$ cat config.mk
export PLATFORM = sky130hd
export DESIGN_NAME = b2_degrade_monitor
export DESIGN_NICKNAME = d
export VERILOG_FILES = /design/src/rtl/b2_degrade_monitor.sv
export SDC_FILE = /design/constraint.sdc
export NUM_CORES = 1
export LEC_CHECK = 0
export ABC_CLOCK_PERIOD_IN_PS = 6900
export CORE_MARGIN = 1.5
export CORE_UTILIZATION = 55
export DETAILED_ROUTE_END_ITERATION = 10
export GPL_TIMING_DRIVEN = 0
export HOLD_SLACK_MARGIN = 0.08
export PLACE_DENSITY = 0.82
export REMOVE_ABC_BUFFERS = 1
export SYNTH_ARGS = -nofsm -noshare
export SYNTH_HDL_FRONTEND = slang
export SYNTH_SLANG_ARGS = --single-unit
$ cat constraint.sdc
create_clock -name clk -period 6.9 [get_ports clk]
set_input_delay 1.035 -clock clk [delete_from_list [all_inputs] [get_ports clk]]
set_output_delay 1.035 -clock clk [all_outputs]
set_load 0.01 [all_outputs]
$ cat src/rtl/b2_degrade_monitor.sv
module b2_degrade_monitor #(
  parameter int ERR_W      = 8,
  parameter int ACC_W      = 16,
  parameter int WIN_W      = 16,
  parameter int SD_WIN     = 2048,
  parameter int SD_CLR_LIM = 8
) (
  input  logic             clk,
  input  logic             rst_n,
  input  logic             frame_tick,
  input  logic [ERR_W-1:0] b2_err_cnt,
  input  logic [ACC_W-1:0] sd_set_thr,
  input  logic [WIN_W-1:0] int_win_len,
  input  logic [ACC_W-1:0] int_set_thr,
  input  logic [ACC_W-1:0] int_clr_thr,
  input  logic [WIN_W-1:0] bur_win_len,
  input  logic [ACC_W-1:0] bur_set_thr,
  input  logic [ACC_W-1:0] bur_clr_thr,
  input  logic [7:0]       int_en,
  input  logic [4:0]       aux_evt,
  input  logic             rd_int,
  output logic [7:0]       status,
  output logic [7:0]       int_status,
  output logic             int_n
);

  localparam int SD_CW = $clog2(SD_WIN);
  localparam logic [SD_CW-1:0] SD_LAST = SD_CW'(SD_WIN - 1);
  localparam logic [ACC_W-1:0] SD_LIM  = ACC_W'(SD_CLR_LIM);

  function automatic logic [ACC_W-1:0] sat_add(input logic [ACC_W-1:0] a,
                                               input logic [ERR_W-1:0] b);
    logic [ACC_W:0] s;
    s = {1'b0, a} + (ACC_W+1)'(b);
    return s[ACC_W] ? '1 : s[ACC_W-1:0];
  endfunction

  logic [SD_CW-1:0] sd_cnt;
  logic [WIN_W-1:0] int_cnt, bur_cnt;
  logic [ACC_W-1:0] sd_acc, int_acc, bur_acc;
  logic [ACC_W-1:0] sd_sum, int_sum, bur_sum;
  logic             sd_q, int_q, bur_q;
  logic             sd_nx, int_nx, bur_nx, sf_q, sf_nx;
  logic             sd_end, int_end, bur_end;
  logic [7:0]       irq, evt;

  assign sd_sum  = sat_add(sd_acc, b2_err_cnt);
  assign int_sum = sat_add(int_acc, b2_err_cnt);
  assign bur_sum = sat_add(bur_acc, b2_err_cnt);

  assign sd_end  = sd_cnt == SD_LAST;
  assign int_end = ({1'b0, int_cnt} + 1'b1) >= {1'b0, int_win_len};
  assign bur_end = ({1'b0, bur_cnt} + 1'b1) >= {1'b0, bur_win_len};

  always_comb begin
    sd_nx  = sd_q;
    int_nx = int_q;
    bur_nx = bur_q;
    if (frame_tick) begin
      if (sd_sum > sd_set_thr)                  sd_nx = 1'b1;
      else if (sd_end && sd_sum < SD_LIM)       sd_nx = 1'b0;
      if (int_sum > int_set_thr)                int_nx = 1'b1;
      else if (int_end && int_sum <= int_clr_thr) int_nx = 1'b0;
      if (bur_sum > bur_set_thr)                bur_nx = 1'b1;
      else if (bur_end && bur_sum <= bur_clr_thr) bur_nx = 1'b0;
    end
  end

  assign sf_q  = int_q | bur_q;
  assign sf_nx = int_nx | bur_nx;

  assign evt = {sf_nx != sf_q, sd_nx != sd_q, aux_evt[4],
                frame_tick && (b2_err_cnt != '0), aux_evt[3:0]};

  always_ff @(posedge clk or negedge rst_n) begin
    if (!rst_n) begin
      sd_cnt  <= '0;
      int_cnt <= '0;
      bur_cnt <= '0;
      sd_acc  <= '0;
      int_acc <= '0;
      bur_acc <= '0;
      sd_q    <= 1'b0;
      int_q   <= 1'b0;
      bur_q   <= 1'b0;
      irq     <= '0;
    end else begin
      if (frame_tick) begin
        sd_cnt  <= sd_end  ? '0 : sd_cnt + 1'b1;
        sd_acc  <= sd_end  ? '0 : sd_sum;
        int_cnt <= int_end ? '0 : int_cnt + 1'b1;
        int_acc <= int_end ? '0 : int_sum;
        bur_cnt <= bur_end ? '0 : bur_cnt + 1'b1;
        bur_acc <= bur_end ? '0 : bur_sum;
      end
      sd_q  <= sd_nx;
      int_q <= int_nx;
      bur_q <= bur_nx;
      irq   <= (rd_int ? 8'h00 : irq) | evt;
    end
  end

  assign status     = {3'b000, sf_q, sd_q, 3'b000};
  assign int_status = irq;
  assign int_n      = ~|(irq & int_en);

  a_r5_sd_clear_on_window_end: assert property (@(posedge clk) disable iff (!rst_n)
    $fell(sd_q) |-> $past(frame_tick && sd_end));

  a_r3_sf_clear_on_window_end: assert property (@(posedge clk) disable iff (!rst_n)
    $fell(sf_q) |-> $past(frame_tick && (int_end || bur_end)));

  a_r7_sf_change_flag: assert property (@(posedge clk) disable iff (!rst_n)
    (sf_q != $past(sf_q)) |-> irq[7]);

  a_r7_sd_change_flag: assert property (@(posedge clk) disable iff (!rst_n)
    (sd_q != $past(sd_q)) |-> irq[6]);

  a_r8_err_flag: assert property (@(posedge clk) disable iff (!rst_n)
    (frame_tick && b2_err_cnt != '0) |=> irq[4]);

  // pin released once a quiet read has emptied the byte
  a_r10_read_clears: assert property (@(posedge clk) disable iff (!rst_n)
    (rd_int && !frame_tick && aux_evt == '0) |=> (irq == '0 && int_n));

endmodule

==> After elaboration in Yosys (flattened, before gate mapping) <==
Index checks and enable logic that the tools add are counted.
{ "totals": {"input_bits": 137, "output_inout_bits": 17, "register_bits": 102, "word_cells": 59} }
{ "classes": {"order_cmp": 8, "n_bitwise": 4, "n_eq_ne": 3, "n_reduce_logical": 7, "muxes": 19, "addsub": 8} }
{ "op_table": {"columns": ["operator", "count"], "rows": [
  ["16-bit 2-to-1 mux", 8],
  ["16-bit by 8-bit adder with 17-bit output", 3],
  ["16-bit > comparator", 3],
  ["16-bit by 1-bit adder with 17-bit output (second input constant)", 2],
  ["17-bit by 16-bit greater-or-equal comparator with 1-bit output", 2],
  ["16-bit by 1-bit adder with 16-bit output (second input constant)", 2],
  ["16-bit less-or-equal comparator", 2],
  ["16-bit by 4-bit < comparator with 1-bit output (second input constant)", 1],
  ["11-bit by 1-bit adder with 11-bit output (second input constant)", 1],
  ["11-bit == test (second input constant)", 1],
  ["11-bit 2-to-1 mux", 1],
  ["1-bit 2-to-1 mux", 9],
  ["8-bit AND", 1],
  ["8-bit 2-to-1 mux", 1],
  ["8-bit OR", 1],
  ["8-bit nonzero test", 1],
  ["8-bit OR reduction", 1],
  ["1-bit logical AND", 4],
  ["1-bit inequality test", 2],
  ["1-bit OR", 2],
  ["1-bit logical NOT", 1]
]} }

==> Logic depth before layout (Yosys ltp) <==
{ "logic_depth": {"word_depth": 10, "mapped_depth": 19, "ltp_nobuf": 19} }

==> Least setup slack after synthesis <==
OpenSTA, ideal clock, no wires.
{ "synth_path": {"kind": "input to register", "from": "input port b2_err_cnt[0]", "to": "register irq[7] (netlist: int_status[7])", "required_ns": 6.779, "setup_ns": 0.121, "path_buffers": 1, "path_stages": 18, "path_slack_ns": 1.635, "arrival_ns": 5.144, "cell_sequence": "ha_1 -> fa_1 -> a21oi_1 -> o211ai_1 -> o41a_1 -> nand2b_1 -> or2_1 -> clkbuf_1 -> nand2_1 -> mux2_2 -> ha_1 -> nand4_1 -> or4_4 -> o31ai_2 -> a21oi_1 -> a211o_1 -> or3_1 -> a22o_1"} }
{ "synth_between": {"elab_chain_cells": 10, "word_cells_on_any_way": 19, "classes_between": "add/sub (2); order compare (4); eq/ne (1); mux (8); bitwise (2); reduce/logical (2)"} }
{ "synth_rtl": {"columns": ["element", "line", "text"], "rows": [
  ["start: declaration", "11", "input logic [ERR_W-1:0] b2_err_cnt,"],
  ["16-bit by 8-bit adder with 17-bit output *", "34", "s = {1'b0, a} + (ACC_W+1)'(b);"],
  ["16-bit 2-to-1 mux *", "35", "return s[ACC_W] ? '1 : s[ACC_W-1:0];"],
  ["16-bit less-or-equal comparator", "65", "else if (bur_end && bur_sum <= bur_clr_thr) bur_nx = 1'b0;"],
  ["1-bit logical AND", "65", null],
  ["1-bit 2-to-1 mux", "65", null],
  ["1-bit 2-to-1 mux *", "64", "if (bur_sum > bur_set_thr) bur_nx = 1'b1;"],
  ["1-bit 2-to-1 mux *", "59", "if (frame_tick) begin"],
  ["net bur_nx", "43", "logic sd_nx, int_nx, bur_nx, sf_q, sf_nx;"],
  ["1-bit OR *", "70", "assign sf_nx = int_nx | bur_nx;"],
  ["1-bit inequality test *", "72", "assign evt = {sf_nx != sf_q, sd_nx != sd_q, aux_evt[4],"],
  ["8-bit OR *", "99", "irq <= (rd_int ? 8'h00 : irq) | evt;"],
  ["end signal: assignment", "99", null],
  ["end: declaration", "45", "logic [7:0] irq, evt;"]
]} }
Mark *: on every way through the listed nets, which the timed path passes. The rest lies on a longest branch.
A chain may end at the register's enable or synchronous reset.

==> Worst setup path in the final report <==
Same ends and word-level chain as after synthesis.

==> impl_metrics.yaml <==
grt:
  antenna_found_initial: 0
  grt_start_max_net_pins: 70
  grt_pass1_wl_um: 39200
  first_global_vias: 8258
  grt_remaining_overflow: 0
  gr-usage-all-layers: 0.274
setup_path:
  critPathKind: "input port to flip-flop"
  crit_required_ns: 7.15
  worstPathArrival_ns: 6.24
  reg2reg_from: "bur_acc[0]"
  r2r_cells: 17
  cpLargestDelayFamily: "compound AO/OA/AOI/OAI gates"
  cpPeakStageDelay_ns: 0.57
  start_kind: "input port"
  crit_chain: "clkdlybuf4s50_1 -> ha_1 -> fa_1 -> a21oi_1 -> o211ai_1 -> o41a_1 -> nand2b_1 -> or2_1 -> nand2_1 -> mux2_2 -> ha_1 -> nand4_1 -> or4_4 -> o31ai_2 -> a21oi_1 -> a211o_1 -> or3_1 -> a22o_1"
  r2r_end: "int_status[7]"
  crit_path_end_kind: "flip-flop"
  reg2reg_slack_ns: 1.82
  cp_slowest_cell: "or4_4"
  critical_path_peak_fanout: 10
  path_buf_inv: 1
yosys:
  synth-seq-cells: 102
  async_flop_share: 1.00
  synth_top_area_frac: 0.275
  synthTopCellsByCount: "ha_1 (139), inv_1 (137), dfrtp_1 (102)"
  avgSynthCellArea_um2: 8.34
  synth_ff_type: "dfrtp_1"
  synth_top_area_cell: "dfrtp_1"
  synth-edff-count: 0
  synthCells: 1112
  yosysMostFrequentCell: "ha_1"
  synth_area_mm2: 0.00928
  synthTopCellsByArea: "dfrtp_1 (28%), ha_1 (19%), inv_1 (5.5%)"
  synth_cell_type_count: 74
  seq_area_frac_synth: 0.275
  synth_warnings: 0
floorplan:
  ios: 154
  dieArea_mm2: 0.0177
  coreArea_mm2: 0.0165
  start_util: 0.561
  fp.dieH_um: 133
  die_x_um: 133
  row_count: 47
place:
  hpwl_um: 18100
  place_area_mm2: 0.0109
  gp_congestion: 0.891
  io_buffers: 147
timing:
  fin_worst_skew_ns: 0.00506
  layout_min_cycle_time_ns: 5.99
  clock.fmax_mhz: 167
  slew_headroom: 0.171
  slew_violations: 0
  rsz0062_at_grt: "no"
  tns_ns: 0
  setup_viol: 0
  period_share: 0.868
  worst_pin_slew_ns: 1.24
  hold_violations: 0
status:
  status: "finished clean"
layout:
  drive_gt1_frac: 0.0378
  postLayoutCoreUtil: 0.683
  synthToLayoutAreaGrowth_pct: 21.6
  diodes: 0
  seq_area_mm2: 0.00255
  final_cell_area_mm2: 0.0113
  final_nets: 1517
  multi_input_area_mm2: 0.00605
  fill_cells: 1346
detailed_routing:
  firstDrtPassIters: 5
  antenna_left: 0
  via_count: 8409
  wl_per_cell_um: 15.9
  drtIter0Drc: 626
  viasPerCell: 5.75
  drc: 0
  wl_um: 23300
worst_hold_path:
  worstHoldPathType: "flip-flop to flip-flop"
  whs_path_depth: 1
  hp-start: "sd_cnt[10]"
  min_to: "sd_cnt[10]"
clock_network:
  insertion_delay_ns: 0.36
  cts_setup_buffers: 0
  cts_htree_levels: 3
  cts.sinks: 102
  cts_tree: "built"
  cts-root-buf: "clkbuf_16"
  clockBufferDepth: 2
  post_cts_resize_count: 0
  cts_buffers: 9
  cts_hold_buffers: 0
  cts.clk_slew.worst_paths_ns: 0.07
power:
  p_leak_nw: 5.50
  power_density_mw_per_mm2: 304
  max-vdd-ir-drop_mv: 0.186
job:
  max_cap_viol_count: 0
placed cells by master, fill, tap and decap left out, types with 31 or more instances in the layout:
cell type,instances
o21ai_0,31
nand3_1,62
xnor2_1,37
clkdlybuf4s50_1,145
dfrtp_1,102
ha_1,139
nor2_1,68
nand2_1,92
inv_1,137
a21oi_1,71
report_power, final:
part | internal [mW] | switching, mW
clock | 0.365 | 0.235
combinational | 0.863 | 1.04
sequential | 0.755 | 0.169
total | 1.98 | 1.44
worst max path at each step:
stage / from / to / slack (ns) / cells past startpoint
after floorplan: b2_err_cnt[0] / int_status[7] / 1.75 / 17
after global placement: frame_tick / int_status[7] / 0.41 / 7
after detailed placement: b2_err_cnt[0] / int_status[7] / 0.55 / 18
after CTS: b2_err_cnt[0] / int_status[7] / 0.94 / 18
after global routing: b2_err_cnt[0] / int_status[7] / 0.67 / 18
final: b2_err_cnt[0] / int_status[7] / 0.91 / 18
worst register-to-register path, cell delays in order, from the launching register on:
cell and delay (ns):
dfrtp_1 0.39, ha_1 0.22, fa_1 0.40, a21oi_1 0.25, o211ai_1 0.18, o41a_1 0.44, nand2b_1 0.15, or2_1 0.35
nand2_1 0.12, mux2_2 0.31, ha_1 0.30, nand4_1 0.12, or4_4 0.57, o31ai_2 0.23, a21oi_1 0.06, a211o_1 0.34
or3_1 0.34, a22o_1 0.20
registers in the layout, indices dropped and copies added, names as in the netlist:
| register | flops |
|---|---|
| int_status | 8 |
| bur_acc | 16 |
| sd_cnt | 11 |
| sd_acc | 16 |
| bur_cnt | 16 |
| sd_q | 1 |
| int_q | 1 |
| int_cnt | 16 |
| int_acc | 16 |
| bur_q | 1 |
per-stage QoR:
step	hold slack [ns]	std cells	total power [mW]	worst slack [ns]
after floorplan	0.445	1077	2.28	1.75
after global placement	0.463	1444	2.70	0.408
after detailed placement	0.472	1447	2.80	0.554
after CTS	0.487	1463	3.42	0.936
after global routing	0.505	1463	3.75	0.674
final	0.485	1463	3.43	0.909
per-layer routing:
| metal | routed length (um) | global-route usage |
|---|---|---|
| met1 | 10600 | 0.362 |
| met2 | 10900 | 0.459 |
| met3 | 1320 | 0.0483 |
| met4 | 408 | 0.0800 |
| met5 | 0 | 0 |
cells by family after synthesis:
family	synth area share
AND/OR/NAND/NOR	0.180
AO/OA/AOI/OAI	0.207
buffers and inverters	0.0766
adder cells (fa/ha/maj)	0.194
flip-flops	0.275
XOR/XNOR	0.0529
multiplexers	0.0143
other	0.000404
layout make-up:
class | instances | share of cell area
multi-input cells | 835 | 0.536
flip-flops and latches | 102 | 0.226
repair buffers | 150 | 0.135
inverters | 140 | 0.0466
well taps | 220 | 0.0244
clock buffers | 11 | 0.0215
clock inverters | 5 | 0.00943
Power figures use the tool's default switching activity.
